--- src/rtl/rxbuf_pkg.sv ---
package rxbuf_pkg;

    localparam int DATA_W   = 8;
    localparam int MIN_BITS = 5;

    typedef enum logic [1:0] {
        CHR_5 = 2'd0,
        CHR_6 = 2'd1,
        CHR_7 = 2'd2,
        CHR_8 = 2'd3
    } chr_size_e;

    typedef struct packed {
        logic [DATA_W-1:0] data;
        logic              ferr;
        logic              perr;
    } rx_entry_t;

    function automatic logic [DATA_W-1:0] size_mask(input chr_size_e sz);
        logic [DATA_W-1:0] m;
        for (int i = 0; i < DATA_W; i++) begin
            m[i] = (i < (MIN_BITS + int'(sz)));
        end
        return m;
    endfunction

endpackage

--- src/rtl/rxbuf_fifo.sv ---
module rxbuf_fifo
    import rxbuf_pkg::*;
#(
    parameter int DEPTH = 2
) (
    input  logic      clk,
    input  logic      rst,
    input  logic      flush,
    input  logic      wr_en,
    input  rx_entry_t wr_entry,
    input  logic      pop_req,
    output rx_entry_t head,
    output logic      empty,
    output logic      full,
    output logic      pop_eff
);

    localparam int PTR_W = (DEPTH > 1) ? $clog2(DEPTH) : 1;
    localparam int CNT_W = $clog2(DEPTH + 1);

    rx_entry_t        slot_q [DEPTH];
    logic [PTR_W-1:0] wr_ptr, rd_ptr;
    logic [CNT_W-1:0] cnt_q;

    function automatic logic [PTR_W-1:0] ptr_inc(input logic [PTR_W-1:0] p);
        return (p == PTR_W'(DEPTH - 1)) ? '0 : p + 1'b1;
    endfunction

    assign empty   = (cnt_q == '0);
    assign full    = (cnt_q == CNT_W'(DEPTH));
    assign pop_eff = pop_req & ~empty;
    assign head    = slot_q[rd_ptr];

    always_ff @(posedge clk) begin
        if (rst) begin
            for (int s = 0; s < DEPTH; s++) slot_q[s] <= '0;
        end else if (wr_en) begin
            for (int s = 0; s < DEPTH; s++) begin
                if (wr_ptr == PTR_W'(s)) slot_q[s] <= wr_entry;
            end
        end
    end

    always_ff @(posedge clk) begin
        if (rst || flush) begin
            wr_ptr <= '0;
            rd_ptr <= '0;
            cnt_q  <= '0;
        end else begin
            if (wr_en)   wr_ptr <= ptr_inc(wr_ptr);
            if (pop_eff) rd_ptr <= ptr_inc(rd_ptr);
            case ({wr_en, pop_eff})
                2'b10:   cnt_q <= cnt_q + 1'b1;
                2'b01:   cnt_q <= cnt_q - 1'b1;
                default: cnt_q <= cnt_q;
            endcase
        end
    end

    AST_NO_OVERFLOW: assert property (@(posedge clk) disable iff (rst)
        (full && !pop_req) |-> !wr_en);
    AST_POP_EMPTY_IGNORED: assert property (@(posedge clk) disable iff (rst)
        (empty && !wr_en && !flush) |=> empty);

endmodule

--- src/rtl/rxbuf_hold.sv ---
module rxbuf_hold
    import rxbuf_pkg::*;
(
    input  logic              clk,
    input  logic              rst,
    input  logic              rx_en,
    input  logic              mpc_mode,
    input  logic              par_en,
    input  logic [1:0]        char_bits,
    input  logic              start_det,
    input  logic              char_done,
    input  logic [DATA_W-1:0] char_data,
    input  logic              char_addr,
    input  logic              char_ferr,
    input  logic              char_perr,
    input  logic              fifo_full,
    input  logic              pop_eff,
    output logic              wr_valid,
    output rx_entry_t         wr_entry,
    output logic              ovr
);

    rx_entry_t pend_q;
    logic      pend_v;
    rx_entry_t in_ent;
    logic      accept;
    logic      space;
    logic      ovr_hit;

    assign accept  = rx_en & char_done & (~mpc_mode | char_addr);
    assign space   = ~fifo_full | pop_eff;
    assign ovr_hit = start_det & pend_v & fifo_full & ~pop_eff;

    always_comb begin
        in_ent.data = char_data & size_mask(chr_size_e'(char_bits));
        in_ent.ferr = char_ferr;
        in_ent.perr = char_perr & par_en;
    end

    always_comb begin
        if (pend_v) begin
            wr_valid = rx_en & space;
            wr_entry = pend_q;
        end else begin
            wr_valid = accept & space;
            wr_entry = in_ent;
        end
    end

    always_ff @(posedge clk) begin
        if (rst || !rx_en) begin
            pend_v <= 1'b0;
            pend_q <= '0;
            ovr    <= 1'b0;
        end else begin
            if (pend_v) begin
                if (space) begin
                    pend_v <= accept;
                    if (accept) pend_q <= in_ent;
                end
            end else if (accept && !space) begin
                pend_v <= 1'b1;
                pend_q <= in_ent;
            end
            if (ovr_hit)       ovr <= 1'b1;
            else if (wr_valid) ovr <= 1'b0;
        end
    end

    AST_OVR_SET: assert property (@(posedge clk) disable iff (rst)
        (rx_en && start_det && pend_v && fifo_full && !pop_eff) |=> ovr);
    AST_OVR_CLEAR: assert property (@(posedge clk) disable iff (rst)
        (rx_en && wr_valid && !start_det) |=> !ovr);
    AST_ADDR_FILTER: assert property (@(posedge clk) disable iff (rst)
        (char_done && mpc_mode && !char_addr && !pend_v) |-> !wr_valid);
    AST_PARITY_GATE: assert property (@(posedge clk) disable iff (rst)
        (wr_valid && !pend_v && !par_en) |-> !wr_entry.perr);
    AST_SIZE_MASK: assert property (@(posedge clk) disable iff (rst)
        (wr_valid && !pend_v && char_bits == 2'd0) |-> (wr_entry.data[DATA_W-1:MIN_BITS] == '0));
    AST_LOST_KEEPS_WAITING: assert property (@(posedge clk) disable iff (rst)
        (rx_en && pend_v && !space) |=> (pend_v && pend_q == $past(pend_q)));

endmodule

--- src/rtl/uart_rx_buffer.sv ---
module uart_rx_buffer
    import rxbuf_pkg::*;
#(
    parameter int DEPTH = 2
) (
    input  logic              clk,
    input  logic              rst,
    input  logic              rx_en,
    input  logic              par_en,
    input  logic              mpc_mode,
    input  logic [1:0]        char_bits,
    input  logic              rxc_ie,
    input  logic              start_det,
    input  logic              char_done,
    input  logic [DATA_W-1:0] char_data,
    input  logic              char_addr,
    input  logic              char_ferr,
    input  logic              char_perr,
    input  logic              rd_pop,
    output logic [DATA_W-1:0] rd_data,
    output logic              rx_complete,
    output logic              frame_err,
    output logic              parity_err,
    output logic              overrun,
    output logic              rx_irq
);

    logic      wr_valid;
    rx_entry_t wr_entry;
    rx_entry_t head;
    logic      empty, full, pop_eff;
    logic      ovr;

    rxbuf_hold u_hold (
        .clk       (clk),
        .rst       (rst),
        .rx_en     (rx_en),
        .mpc_mode  (mpc_mode),
        .par_en    (par_en),
        .char_bits (char_bits),
        .start_det (start_det),
        .char_done (char_done),
        .char_data (char_data),
        .char_addr (char_addr),
        .char_ferr (char_ferr),
        .char_perr (char_perr),
        .fifo_full (full),
        .pop_eff   (pop_eff),
        .wr_valid  (wr_valid),
        .wr_entry  (wr_entry),
        .ovr       (ovr)
    );

    rxbuf_fifo #(.DEPTH(DEPTH)) u_fifo (
        .clk      (clk),
        .rst      (rst),
        .flush    (~rx_en),
        .wr_en    (wr_valid),
        .wr_entry (wr_entry),
        .pop_req  (rd_pop),
        .head     (head),
        .empty    (empty),
        .full     (full),
        .pop_eff  (pop_eff)
    );

    assign rx_complete = ~empty;
    assign rd_data     = empty ? '0 : head.data;
    assign frame_err   = ~empty & head.ferr;
    assign parity_err  = ~empty & head.perr;
    assign overrun     = ovr;
    assign rx_irq      = rx_complete & rxc_ie;

    AST_FLUSH: assert property (@(posedge clk) disable iff (rst)
        !rx_en |=> (!rx_complete && !overrun));
    AST_HELD_UNTIL_READ: assert property (@(posedge clk) disable iff (rst)
        (rx_en && !rd_pop && rx_complete) |=> (rx_complete && $stable(rd_data) && $stable(frame_err)));

endmodule

--- config.mk ---
export PLATFORM = sky130hd
export DESIGN_NAME = uart_rx_buffer
export DESIGN_NICKNAME = d
export VERILOG_FILES = /design/src/rtl/rxbuf_pkg.sv /design/src/rtl/rxbuf_fifo.sv /design/src/rtl/rxbuf_hold.sv /design/src/rtl/uart_rx_buffer.sv
export SDC_FILE = /design/constraint.sdc
export NUM_CORES = 1
export LEC_CHECK = 0
export BUFFER_PORTS_ARGS = -buffer_cell sky130_fd_sc_hd__clkbuf_2
export CAP_MARGIN = 10
export CELL_PAD_IN_SITES_DETAIL_PLACEMENT = 0
export CELL_PAD_IN_SITES_GLOBAL_PLACEMENT = 1
export CORE_ASPECT_RATIO = 1.2
export CORE_MARGIN = 10
export CORE_UTILIZATION = 38
export CTS_CLUSTER_DIAMETER = 120
export DETAILED_ROUTE_END_ITERATION = 8
export PLACE_DENSITY = 0.8
export SLEW_MARGIN = 10
export SYNTH_ARGS = -nofsm -noshare
export SYNTH_HDL_FRONTEND = slang
export SYNTH_HIERARCHICAL = 1
export SYNTH_SLANG_ARGS = --single-unit
--- constraint.sdc ---
create_clock -name clk -period 2.25 [get_ports clk]
set_input_delay 0.1125 -clock clk [delete_from_list [all_inputs] [get_ports clk]]
set_output_delay 0.1125 -clock clk [all_outputs]
set_load 0.01 [all_outputs]
### Yosys cells after proc, flatten, opt, wreduce, memory -nomap -nowiden

Memory sizes are Yosys's and may differ from the RTL's. A register that Yosys moved wholly into a read port is not among the register bits.
Index checks and enable logic that the tools add are counted.

* memories: 1
* output and inout port bits: 13
* input port bits: 22
* memory bits (writable): 20
* register bits: 16
* logic and storage cells: 88

Memory list
* u_fifo.slot_q: depth 2, bits a word 10, read ports 1, clocked after Yosys merged registers in 1, write ports 2, RTL line rxbuf_fifo.sv:21 `rx_entry_t slot_q [DEPTH];`

* bitwise gates (word level): 22
* multiplexer cells: 29
* order comparisons: 8
* reduce and logical (&&, ||, !) cells: 10
* add/subtract/negate cells: 5
* eq/ne operators: 5

Operators with widths (count)
* $lt A4 B32 Y1 const A: 4
* $mux W10: 7
* $lt A3 B32 Y1 const A: 2
* $lt A1 B32 Y1 const A: 1
* $lt A2 B32 Y1 const A: 1
* $mux W1: 20
* $and A1 B1 Y1: 12
* $and A8 B8 Y8: 1
* $mux W8: 1
* $reduce_bool A2 Y1: 3
* $not A1 Y1: 5
* $add A3 B2 Y4 const A: 1
* $eq A2 B2 Y1 const B: 2
* $ne A2 B2 Y1 const B: 2
* $or A1 B1 Y1: 4
* $pmux W2 S2: 1
* $reduce_and A3 Y1: 1
* $add A1 B1 Y1 const B: 2
* $add A2 B1 Y2 const B: 1
* $eq A2 B1 Y1 const B: 1
* $logic_not A1 Y1: 2
* $logic_not A2 Y1: 1
* $logic_or A1 B1 Y1: 2
* $sub A2 B1 Y2 const B: 1
* $logic_and A1 B1 Y1: 1

### Depth between registers and ports, before layout

Gate-level depths: netlist of the first run.

* depth after elaboration: 10
* mapped depth: 9
* mapped depth without buffers: 8

### Hierarchy

Netlist of the first run, hierarchy kept.

Modules (own cells, without submodules)
* rxbuf_fifo: times used 1, area each 1014.7 µm², cells each 66
* rxbuf_hold: times used 1, area each 658.1 µm², cells each 82
* uart_rx_buffer: times used 1, area each 125.1 µm², cells each 14

### Worst setup path before layout of the first run

OpenSTA, ideal clock, no wires.

* path kind: flip-flop to flip-flop
* from: reg u_fifo.cnt_q[0]
* to: reg u_fifo.cnt_q[1]
* library setup time: 0.086 ns
* path slack: 0.019 ns
* path buffers: 1
* period minus slack after synthesis: 2.231 ns
* arrival time: 2.145 ns
* stages on the path, launching flop included: 9
* cells stage by stage: dfxtp_1 and2b_2 nor2b_4 buf_6 nor3b_1 inv_1 ha_1 or3_1 a211oi_1

RTL lines
* start, declared: RTL line rxbuf_fifo.sv:23 `logic [CNT_W-1:0] cnt_q;`
* start signal, assigned: RTL line rxbuf_fifo.sv:53 `2'b10: cnt_q <= cnt_q + 1'b1;`
* start signal, assigned: RTL line rxbuf_fifo.sv:54 `2'b01: cnt_q <= cnt_q - 1'b1;`
* start signal, assigned: RTL line rxbuf_fifo.sv:55 `default: cnt_q <= cnt_q;`
* $eq A2 B2 Y1 *: RTL line rxbuf_fifo.sv:30 `assign full = (cnt_q == CNT_W'(DEPTH));`
* named net full: RTL line uart_rx_buffer.sv:31 `logic empty, full, pop_eff;`
* $not A1 Y1 *: RTL line rxbuf_hold.sv:31 `assign space = ~fifo_full | pop_eff;`
* $or A1 B1 Y1 *: RTL line rxbuf_hold.sv:31
* $and A1 B1 Y1 (on tied branches): RTL line rxbuf_hold.sv:45, rxbuf_hold.sv:42
* $mux W1 *: RTL line rxbuf_hold.sv:41 `if (pend_v) begin`
* named net wr_valid: RTL line uart_rx_buffer.sv:28 `logic wr_valid;`
* $eq A2 B1 Y1 or $eq A2 B2 Y1 (tied branches): RTL line rxbuf_fifo.sv:52 `case ({wr_en, pop_eff})`
* $pmux W2 S2 or $reduce_bool A2 Y1 (tied branches)

Mark *: on every way through the listed nets, which the timed path passes. The rest lies on a longest branch.
A chain may end at the register's enable or synchronous reset.

### Worst setup path after layout of the first run

Same ends and word-level chain as after synthesis.

==> impl_metrics.ini, run 1 <==
[global_routing]
grt_max_degree = 19
track_usage_pct = 9.07
overflow = 0
grt_pass1_wl_um = 5750
antenna_found_initial = 0
grt_pass1_vias = 1216

[synthesis]
yosysTopAreaCellShare_pct = 33.4
ys_ff_latch = 37
synth_top_area_cell = edfxtp_1
yosysMostFrequentCell = edfxtp_1
synth_edf_count = 20
synthArstFlopShare_pct = 0
syn-num-nets = 185
synth_top_cells_by_count = 20 x edfxtp_1, 18 x o21ai_0, 17 x dfxtp_1
synth_warnings = 6
synthesis.area_sq_um = 1800
syn_area_per_cell_sq_um = 11.1
yosysSeqAreaShare_pct = 52.3
synth_cell_type_count = 31
yosys-top-cells-area = edfxtp_1 33%, dfxtp_1 19%, mux2_2 10%, o21ai_0 5.0%, a21oi_1 3.6%
ys.flop_type = edfxtp_1
synth_cells = 162

[worst_setup_path]
path_max_fanout = 7
required_ps = 2450
path_cells = and2b_2, nor2b_4, nor3b_1, inv_1, ha_1, or3_1, a211oi_1
critPathMaxStageDelay_ps = 370
cp_top_family = simple AND/OR/NAND/NOR gates
critPathLaunchType = register
endpoint_kind = register
criticalPathCategory = reg2reg
critPathSlowestCell = dfxtp_2
cp_num_buf_inv = 1
crit_arrival_ps = 2310

[detailed_routing]
drc = 0
wl_met2_um = 1510
wl_per_cell_um = 13.1
routed_wl_um = 3360
wl_met1_um = 1590
dr_wl_met3_um = 238
vias = 1242
top_layer = met4
via_per_inst = 4.85
ant_nets = 0
drt_pass1_iterations = 4
drt-initial-drc-count = 42

[clocking]
post_cts_buffers = 0
cts.sinks = 37
clock_latency_ps = 280
cts_resized = 0
cts_buffer_depth = 2
cts-htree-levels = 2
cts_buffers = 5
ctsHoldBuffers = 0
clkTransAtPathRegs_ps = 70
clockRootBuffer = clkbuf_8
cts_tree = done

[sta]
fmax_mhz = 472
hold_violations = 0
finalCritPeriodShare_pct = 94.1
setup_viol = 0
period_needed_ps = 2120
worst_slew_pin_slew_ps = 546
worst_slack_ps = 133
rsz0062_at_grt = no
tns_ps = 0
skew_ps = 7.10
maxSlewHeadroom_pct = 63.5
slew_violations = 0

[floorplan]
die_y_um = 95.4
core_sq_um = 4590
pin_count = 35
rows = 27
start_util_pct = 39.1
die_width_um = 82.8
fp.dieArea_sq_um = 7890

[pwr]
ir_drop_mv = 0.403
clkPwrFrac_pct = 39.4
total_power_mw = 1.40
p_int_mw = 1.11
switching_share_pct = 20.7
pwr-share-comb_pct = 7.8
p_per_area_nw_per_um2 = 659
p_leak_nw = 0.809
p_sw_uw = 290
seqPwrFrac_pct = 52.8

[final_layout]
area_delta_synth_final_pct = 18.1
n_antenna_cell = 0
nets = 220
drive_gt1_share_pct = 38.9

[worst_hold_path]
hold_class = in2reg

[job]
maxCapViolCount = 0

[placement]
io_buffer_count = 34
pre_cts_ws_ps = 99.4
gp_congestion = 0.733
dp_hpwl_um = 2500

[outcome]
status = complete, no violations
routing by layer:
metal | GRT usage, % | up-vias
met1 | 11.7 | 559
li1 | - | 646
met3 | 3.58 | 4
met5 | 0 | -
met4 | 2.51 | 0
met2 | 13.7 | 33
layout make-up:
class | instances | area, sq um
Clock buffer | 5 | 68.8
Fill cell | 475 | 2470
Tap cell | 58 | 72.6
Inverter | 3 | 11.3
Timing Repair Buffer | 38 | 200
Clock inverter | 3 | 41.3
Multi-Input combinational cell | 112 | 787
Sequential cell | 37 | 942
final timing paths:
check	startpoint	end	slack, ps	cells past startpoint
min reg2reg	u_hold/pend_q[4]$_SDFFE_PP0P_	u_hold/pend_q[4]$_SDFFE_PP0P_	470	2
max	u_fifo/cnt_q[0]$_SDFFE_PP0P_	u_fifo/cnt_q[1]$_SDFFE_PP0P_	130	7
min	char_data[2]	u_hold/pend_q[4]$_SDFFE_PP0P_	70	3
max reg2reg	u_fifo/cnt_q[0]$_SDFFE_PP0P_	u_fifo/cnt_q[1]$_SDFFE_PP0P_	130	7
cell usage in the layout (no fill, tap or decap):
master | netlist | routed
clkbuf_2 | 1 | 34
edfxtp_1 | 20 | 20
o21ai_0 | 18 | 18
mux2_2 | 16 | 16
dfxtp_1 | 17 | 16
a21oi_1 | 13 | 13
and2_1 | 10 | 10
nand3_1 | 9 | 9
nor2b_2 | 7 | 7
nand2_1 | 7 | 7
clkbuf_8 | 0 | 5
or3_1 | 5 | 5
buf_4 | 1 | 4
nor3_1 | 4 | 4
nor2b_4 | 3 | 3
inv_1 | 3 | 3
and2b_2 | 3 | 3
xnor2_1 | 3 | 3
nor2_1 | 2 | 2
xor2_1 | 2 | 2
nand2b_1 | 2 | 2
clkinvlp_4 | 0 | 1
clkinv_1 | 0 | 1
bufinv_16 | 0 | 1
o21a_2 | 1 | 1
o21bai_1 | 1 | 1
a21o_1 | 1 | 1
a211oi_1 | 1 | 1
ha_1 | 1 | 1
dfxtp_2 | 0 | 1
nor3b_1 | 1 | 1
and3_1 | 1 | 1
xnor2_2 | 1 | 1
tightest hold or removal path: stages:
cell and delay, ps:
clkbuf_2 90, nand3_1 60, a21oi_1 50
state kept, by name, summed over array words and instances (netlist names), named ones only:
| name | flops |
|---|---|
| u_fifo/cnt_q | 2 |
| u_hold/pend_v | 1 |
| u_hold/ovr | 1 |
| u_fifo/rd_ptr | 1 |
| u_fifo/wr_ptr | 1 |
| u_fifo/slot_q | 20 |
| u_hold/pend_q | 10 |
stage by stage:
stage | std cells | instance area, sq um | util (%) | hold slack, ps
floorplan | 162 | 1800 | - | 260
global placement | 248 | 2010 | 43.8 | 371
detailed placement | 248 | 2010 | 43.8 | 372
CTS | 256 | 2120 | 46.2 | 64.4
global route | 256 | 2120 | 46.2 | 75.4
finish | 256 | 2120 | 46.2 | 69.3
cells by family (layout without fill, tap and decap cells):
family / Yosys count / in the layout / share of synthesized area, %
DFF: 37 / 37 / 52.3
muxes: 16 / 16 / 10.0
buffers and inverters: 13 / 49 / 3.90
adders and majority gates: 1 / 1 / 0.696
xor gates and xnor gates: 6 / 6 / 3.34
AOI/OAI and AO/OA: 35 / 35 / 10.4
and+or+nand+nor: 54 / 54 / 19.3
power by group through the flow:
| stage | Combinational, mW | Clock, mW | Sequential, mW |
|---|---|---|---|
| final | 0.109 | 0.552 | 0.739 |
| after global routing | 0.122 | 0.598 | 0.742 |
| after CTS | 0.112 | 0.575 | 0.739 |
| after detailed placement | 0.111 | 0 | 0.754 |
| after global placement | 0.110 | 0 | 0.754 |
| after floorplan | 0.0699 | 0 | 0.752 |
Power figures use the tool's default switching activity.
==> run 2: changes to the inputs <==
Settings changed: CORE_UTILIZATION 38 to 46, PLACE_DENSITY 0.8 to 0.9.
Clock period 2.25 ns to 2.7 ns, I/O delays scaled along.
==> impl_metrics.ini, run 2 (synthesized netlist as in run 1, its figures left out) <==
[worst_setup_path]
criticalPathCategory = reg2reg
rrSetupSlack_ps = 260
required_ps = 2900
endpoint_kind = register
path_max_fanout = 7
crit_arrival_ps = 2640
critPathLaunchType = register

[pwr]
switching_share_pct = 20.9
pwr-share-comb_pct = 7.7
total_power_mw = 1.17
clkPwrFrac_pct = 39.5
ir_drop_mv = 0.368
p_sw_uw = 244
p_per_area_nw_per_um2 = 554
seqPwrFrac_pct = 52.8
p_int_uw = 924
p_leak_nw = 0.803

[global_routing]
antenna_found_initial = 0
track_usage_pct = 11.2
grt_pass1_vias = 1319
grt_pass1_wl_um = 6200
overflow = 0
grt_max_degree = 19

[floorplan]
fp.dieArea_sq_um = 6820
start_util_pct = 48.7
core_sq_um = 3690
rows = 24
die_width_um = 77.1
die_y_um = 88.5
pin_count = 35

[detailed_routing]
ant_nets = 0
drt_pass1_iterations = 4
wl_per_cell_um = 14.3
vias = 1241
drt-initial-drc-count = 46
drc = 0
routed_wl_um = 3560
via_per_inst = 4.98

[sta]
maxSlewHeadroom_pct = 63.3
worst_slew_pin_slew_ps = 548
slew_violations = 0
worst_slack_ps = 263
fmax_mhz = 410
tns_ps = 0
skew_ps = 3.09
hold_violations = 0
finalCritPeriodShare_pct = 90.2
rsz0062_at_grt = no
setup_viol = 0
period_needed_ps = 2440

[clocking]
cts_resized = 0
clock_latency_ps = 290
post_cts_buffers = 0
cts.sinks = 37
ctsHoldBuffers = 0
clockRootBuffer = clkbuf_8
cts_tree = done
clkTransAtPathRegs_ps = 70
cts_buffers = 5
cts_buffer_depth = 2
cts-htree-levels = 2

[final_layout]
area_delta_synth_final_pct = 17.2
nets = 219
layout_common_cells = 34 x clkbuf_2, 20 x edfxtp_1, 18 x o21ai_0
final_common_cell = clkbuf_2
reg_top3 = u_fifo/slot_q: 20 flops, u_hold/pend_q: 10 flops, u_fifo/cnt_q: 2 flops
stdcell_area_sq_um = 2110
top_register = u_fifo/slot_q
drive_gt1_share_pct = 38.1
largest_reg_flops = 20
n_antenna_cell = 0

[placement]
pre_cts_ws_ps = 321
io_buffer_count = 34
gp_congestion = 0.783
dp_hpwl_um = 2720
place_area_sq_um = 2000

[job]
maxCapViolCount = 0

[outcome]
status = complete, no violations

[worst_hold_path]
hold_class = in2reg
==> run 2: cell count changes in the layout (fill, tap and decap cells not counted), sizes merged <==
| cell | before | now |
|---|---|---|
| buf | 4 | 3 |
==> run 2: layout make-up <==
class	instances	area (sq um)
fillers	327	1590
clock inverters	3	41.3
clock buffers	5	68.8
flip-flops and latches	37	941
multi-input cells	112	787
repair buffers	37	193
well taps	52	65.1
inverters	3	11.3
==> run 2: worst paths after layout <==
kind | startpoint | end | cells after the start
max | u_fifo/cnt_q[0]$_SDFFE_PP0P_ | u_fifo/cnt_q[1]$_SDFFE_PP0P_ | 7
min | char_data[1] | u_hold/pend_q[3]$_SDFFE_PP0P_ | 3
max reg2reg | u_fifo/cnt_q[0]$_SDFFE_PP0P_ | u_fifo/cnt_q[1]$_SDFFE_PP0P_ | 7
min reg2reg | u_hold/pend_q[2]$_SDFFE_PP0P_ | u_hold/pend_q[2]$_SDFFE_PP0P_ | 2
==> run 2: power groups by stage <==
stage                     logic (mW)  clock network, mW  registers (mW)
after CTS                     0.0906              0.482           0.617
after global placement        0.0871                  0           0.628
final                         0.0898              0.462           0.617
after detailed placement      0.0898                  0           0.629
after floorplan               0.0582                  0           0.627
after global routing           0.101              0.497           0.618
==> run 2: per-stage QoR <==
| step | instances | util (%) | hold slack [ps] |
|---|---|---|---|
| after floorplan | 162 | - | 283 |
| after global placement | 241 | 54.1 | 384 |
| after detailed placement | 241 | 54.1 | 394 |
| after CTS | 249 | 57.0 | 74.6 |
| after global routing | 249 | 57.0 | 109 |
| final | 249 | 57.0 | 89.7 |
==> run 2: per-layer routing <==
metal / vias up / track usage (%) / wire (um)
met2: 33 / 19.1 / 1720
met3: 5 / 4.36 / 199
met4: 0 / 4.15 / 34
met5: - / 0 / 0
li1: 639 / - / -
met1: 564 / 12.4 / 1610
==> run 2: critical path, cell delays in order, from the launching register on <==
cell and delay, ps:
dfxtp_1 430, and2b_2 240, nor2b_4 150, nor3b_1 380, inv_1 150, ha_1 340, or3_1 390, a211oi_1 250
==> run 3: changes to the inputs <==
Settings changed: SLEW_MARGIN 10 to 20.
Clock period 2.7 ns to 3 ns, I/O delays scaled along.
==> impl_metrics.ini, run 3 (synthesized netlist as in run 1, its figures left out) <==
[worst_hold_path]
worstHoldEndpoint = u_hold/ovr$_SDFFE_PP0P_
min_path_cells = 3
hold_class = in2reg
worstHoldStart = start_det

[clocking]
ctsHoldBuffers = 0
cts_buffer_depth = 2
clockRootBuffer = clkbuf_8
cts.sinks = 37
cts_buffers = 5
cts_resized = 0
post_cts_buffers = 0
cts_tree = done
clkTransAtPathRegs_ps = 70
cts-htree-levels = 2
clock_latency_ps = 290

[sta]
tns_ps = 0
slew_violations = 0
rsz0062_at_grt = no
fmax_mhz = 425
worst_slack_ps = 648
skew_ps = 7.32
finalCritPeriodShare_pct = 78.4
setup_viol = 0
hold_violations = 0
worst_slew_pin_slew_ps = 535
period_needed_ps = 2350
maxSlewHeadroom_pct = 64.2

[global_routing]
grt_pass1_wl_um = 5800
track_usage_pct = 10.7
overflow = 0
antenna_found_initial = 0
grt_max_degree = 20
grt_pass1_vias = 1247

[placement]
gp_congestion = 0.804
pre_cts_ws_ps = 674
post-place-cells = 241
dp_hpwl_um = 2630
io_buffer_count = 34

[final_layout]
nets = 219
fill_cells = 339
area_delta_synth_final_pct = 15.9
top_register = u_fifo/slot_q
layout_common_cells = 34 x clkbuf_2, 20 x edfxtp_1, 18 x o21ai_0
final_util_pct = 56.4
final_common_cell = clkbuf_2
reg_top3 = u_fifo/slot_q: 20 flops, u_hold/pend_q: 10 flops, u_fifo/cnt_q: 2 flops
final_cells = 249
largest_reg_flops = 20
n_antenna_cell = 0
drive_gt1_share_pct = 38.6

[detailed_routing]
ant_nets = 0
via_per_inst = 5.06
drc = 0
drt-initial-drc-count = 52
wl_per_cell_um = 14.0
vias = 1259
routed_wl_um = 3480
drt_pass1_iterations = 4

[floorplan]
core_sq_um = 3690
start_util_pct = 48.7
die_width_um = 77.1
die_y_um = 88.5
pin_count = 35
fp.dieArea_sq_um = 6820
rows = 24

[worst_setup_path]
endpoint_kind = register
critPathLaunchType = register
path_max_fanout = 7
cp_num_buf_inv = 1
required_ps = 3220
crit_arrival_ps = 2570
critPathMaxStageDelay_ps = 420
criticalPathCategory = reg2reg
rrSetupSlack_ps = 650
reg2reg_from = u_fifo/cnt_q[0]$_SDFFE_PP0P_
cp_top_family = simple AND/OR/NAND/NOR gates
path_cells = and2b_2, nor2b_4, nor3b_1, inv_1, ha_1, or3_1, a211oi_1
ff2ff_path_depth = 7
r2r-end = u_fifo/cnt_q[1]$_SDFFE_PP0P_
critPathSlowestCell = dfxtp_1

[pwr]
p_leak_nw = 0.796
p_per_area_nw_per_um2 = 465
ir_drop_mv = 0.335

[outcome]
status = complete, no violations

[job]
maxCapViolCount = 0
-- run 3: cell count changes in the layout (fill, tap and decap cells not counted) --
cell	before	now
bufinv_16	1	0
clkinv_2	0	2
clkinv_1	1	0
-- run 3: stage by stage --
stage	instance area [sq um]	power, mW	hold slack (ps)
floorplan	1800	0.616	298
global placement	2000	0.644	401
detailed placement	2000	0.647	414
CTS	2080	0.978	102
global route	2080	1.01	113
finish	2080	0.968	104
-- run 3: metal layers --
layer	track usage, %	up-vias	wire length (um)
li1	-	638	-
met3	5.17	9	274
met4	4.49	0	65
met1	11.5	564	1500
met5	0	-	0
met2	17.8	48	1640
-- run 3: layout make-up --
class | instances | area (sq um) | share of cell area [%]
flip-flops and latches | 37 | 941 | 45.2
multi-input cells | 112 | 787 | 37.8
repair buffers | 37 | 193 | 9.25
clock buffers | 5 | 68.8 | 3.30
well taps | 52 | 65.1 | 3.12
clock inverters | 3 | 17.5 | 0.841
inverters | 3 | 11.3 | 0.541
-- run 3: where the power goes --
| part | leakage (nW) | switching, mW | internal, mW |
|---|---|---|---|
| registers | 0.347 | 0.00527 | 0.549 |
| logic | 0.405 | 0.0428 | 0.0378 |
| clock network | 0.0439 | 0.173 | 0.160 |
-- run 3: how the worst max path moves through the flow --
stage                                       startpoint                           end  cells after the start
after floorplan           u_fifo/cnt_q[0]$_SDFFE_PP0P_  u_fifo/cnt_q[1]$_SDFFE_PP0P_                      8
after global placement    u_fifo/cnt_q[0]$_SDFFE_PP0P_  u_fifo/cnt_q[1]$_SDFFE_PP0P_                      7
after detailed placement  u_fifo/cnt_q[0]$_SDFFE_PP0P_  u_fifo/cnt_q[1]$_SDFFE_PP0P_                      7
after CTS                 u_fifo/cnt_q[0]$_SDFFE_PP0P_  u_fifo/cnt_q[1]$_SDFFE_PP0P_                      7
after global routing      u_fifo/cnt_q[0]$_SDFFE_PP0P_  u_fifo/cnt_q[1]$_SDFFE_PP0P_                      7
final                     u_fifo/cnt_q[0]$_SDFFE_PP0P_  u_fifo/cnt_q[1]$_SDFFE_PP0P_                      7
-- run 3: worst register-to-register path, stage by stage (launching register included) --
cell,delay (ps)
dfxtp_1,420
and2b_2,240
nor2b_4,150
nor3b_1,360
inv_1,160
ha_1,340
or3_1,390
a211oi_1,220
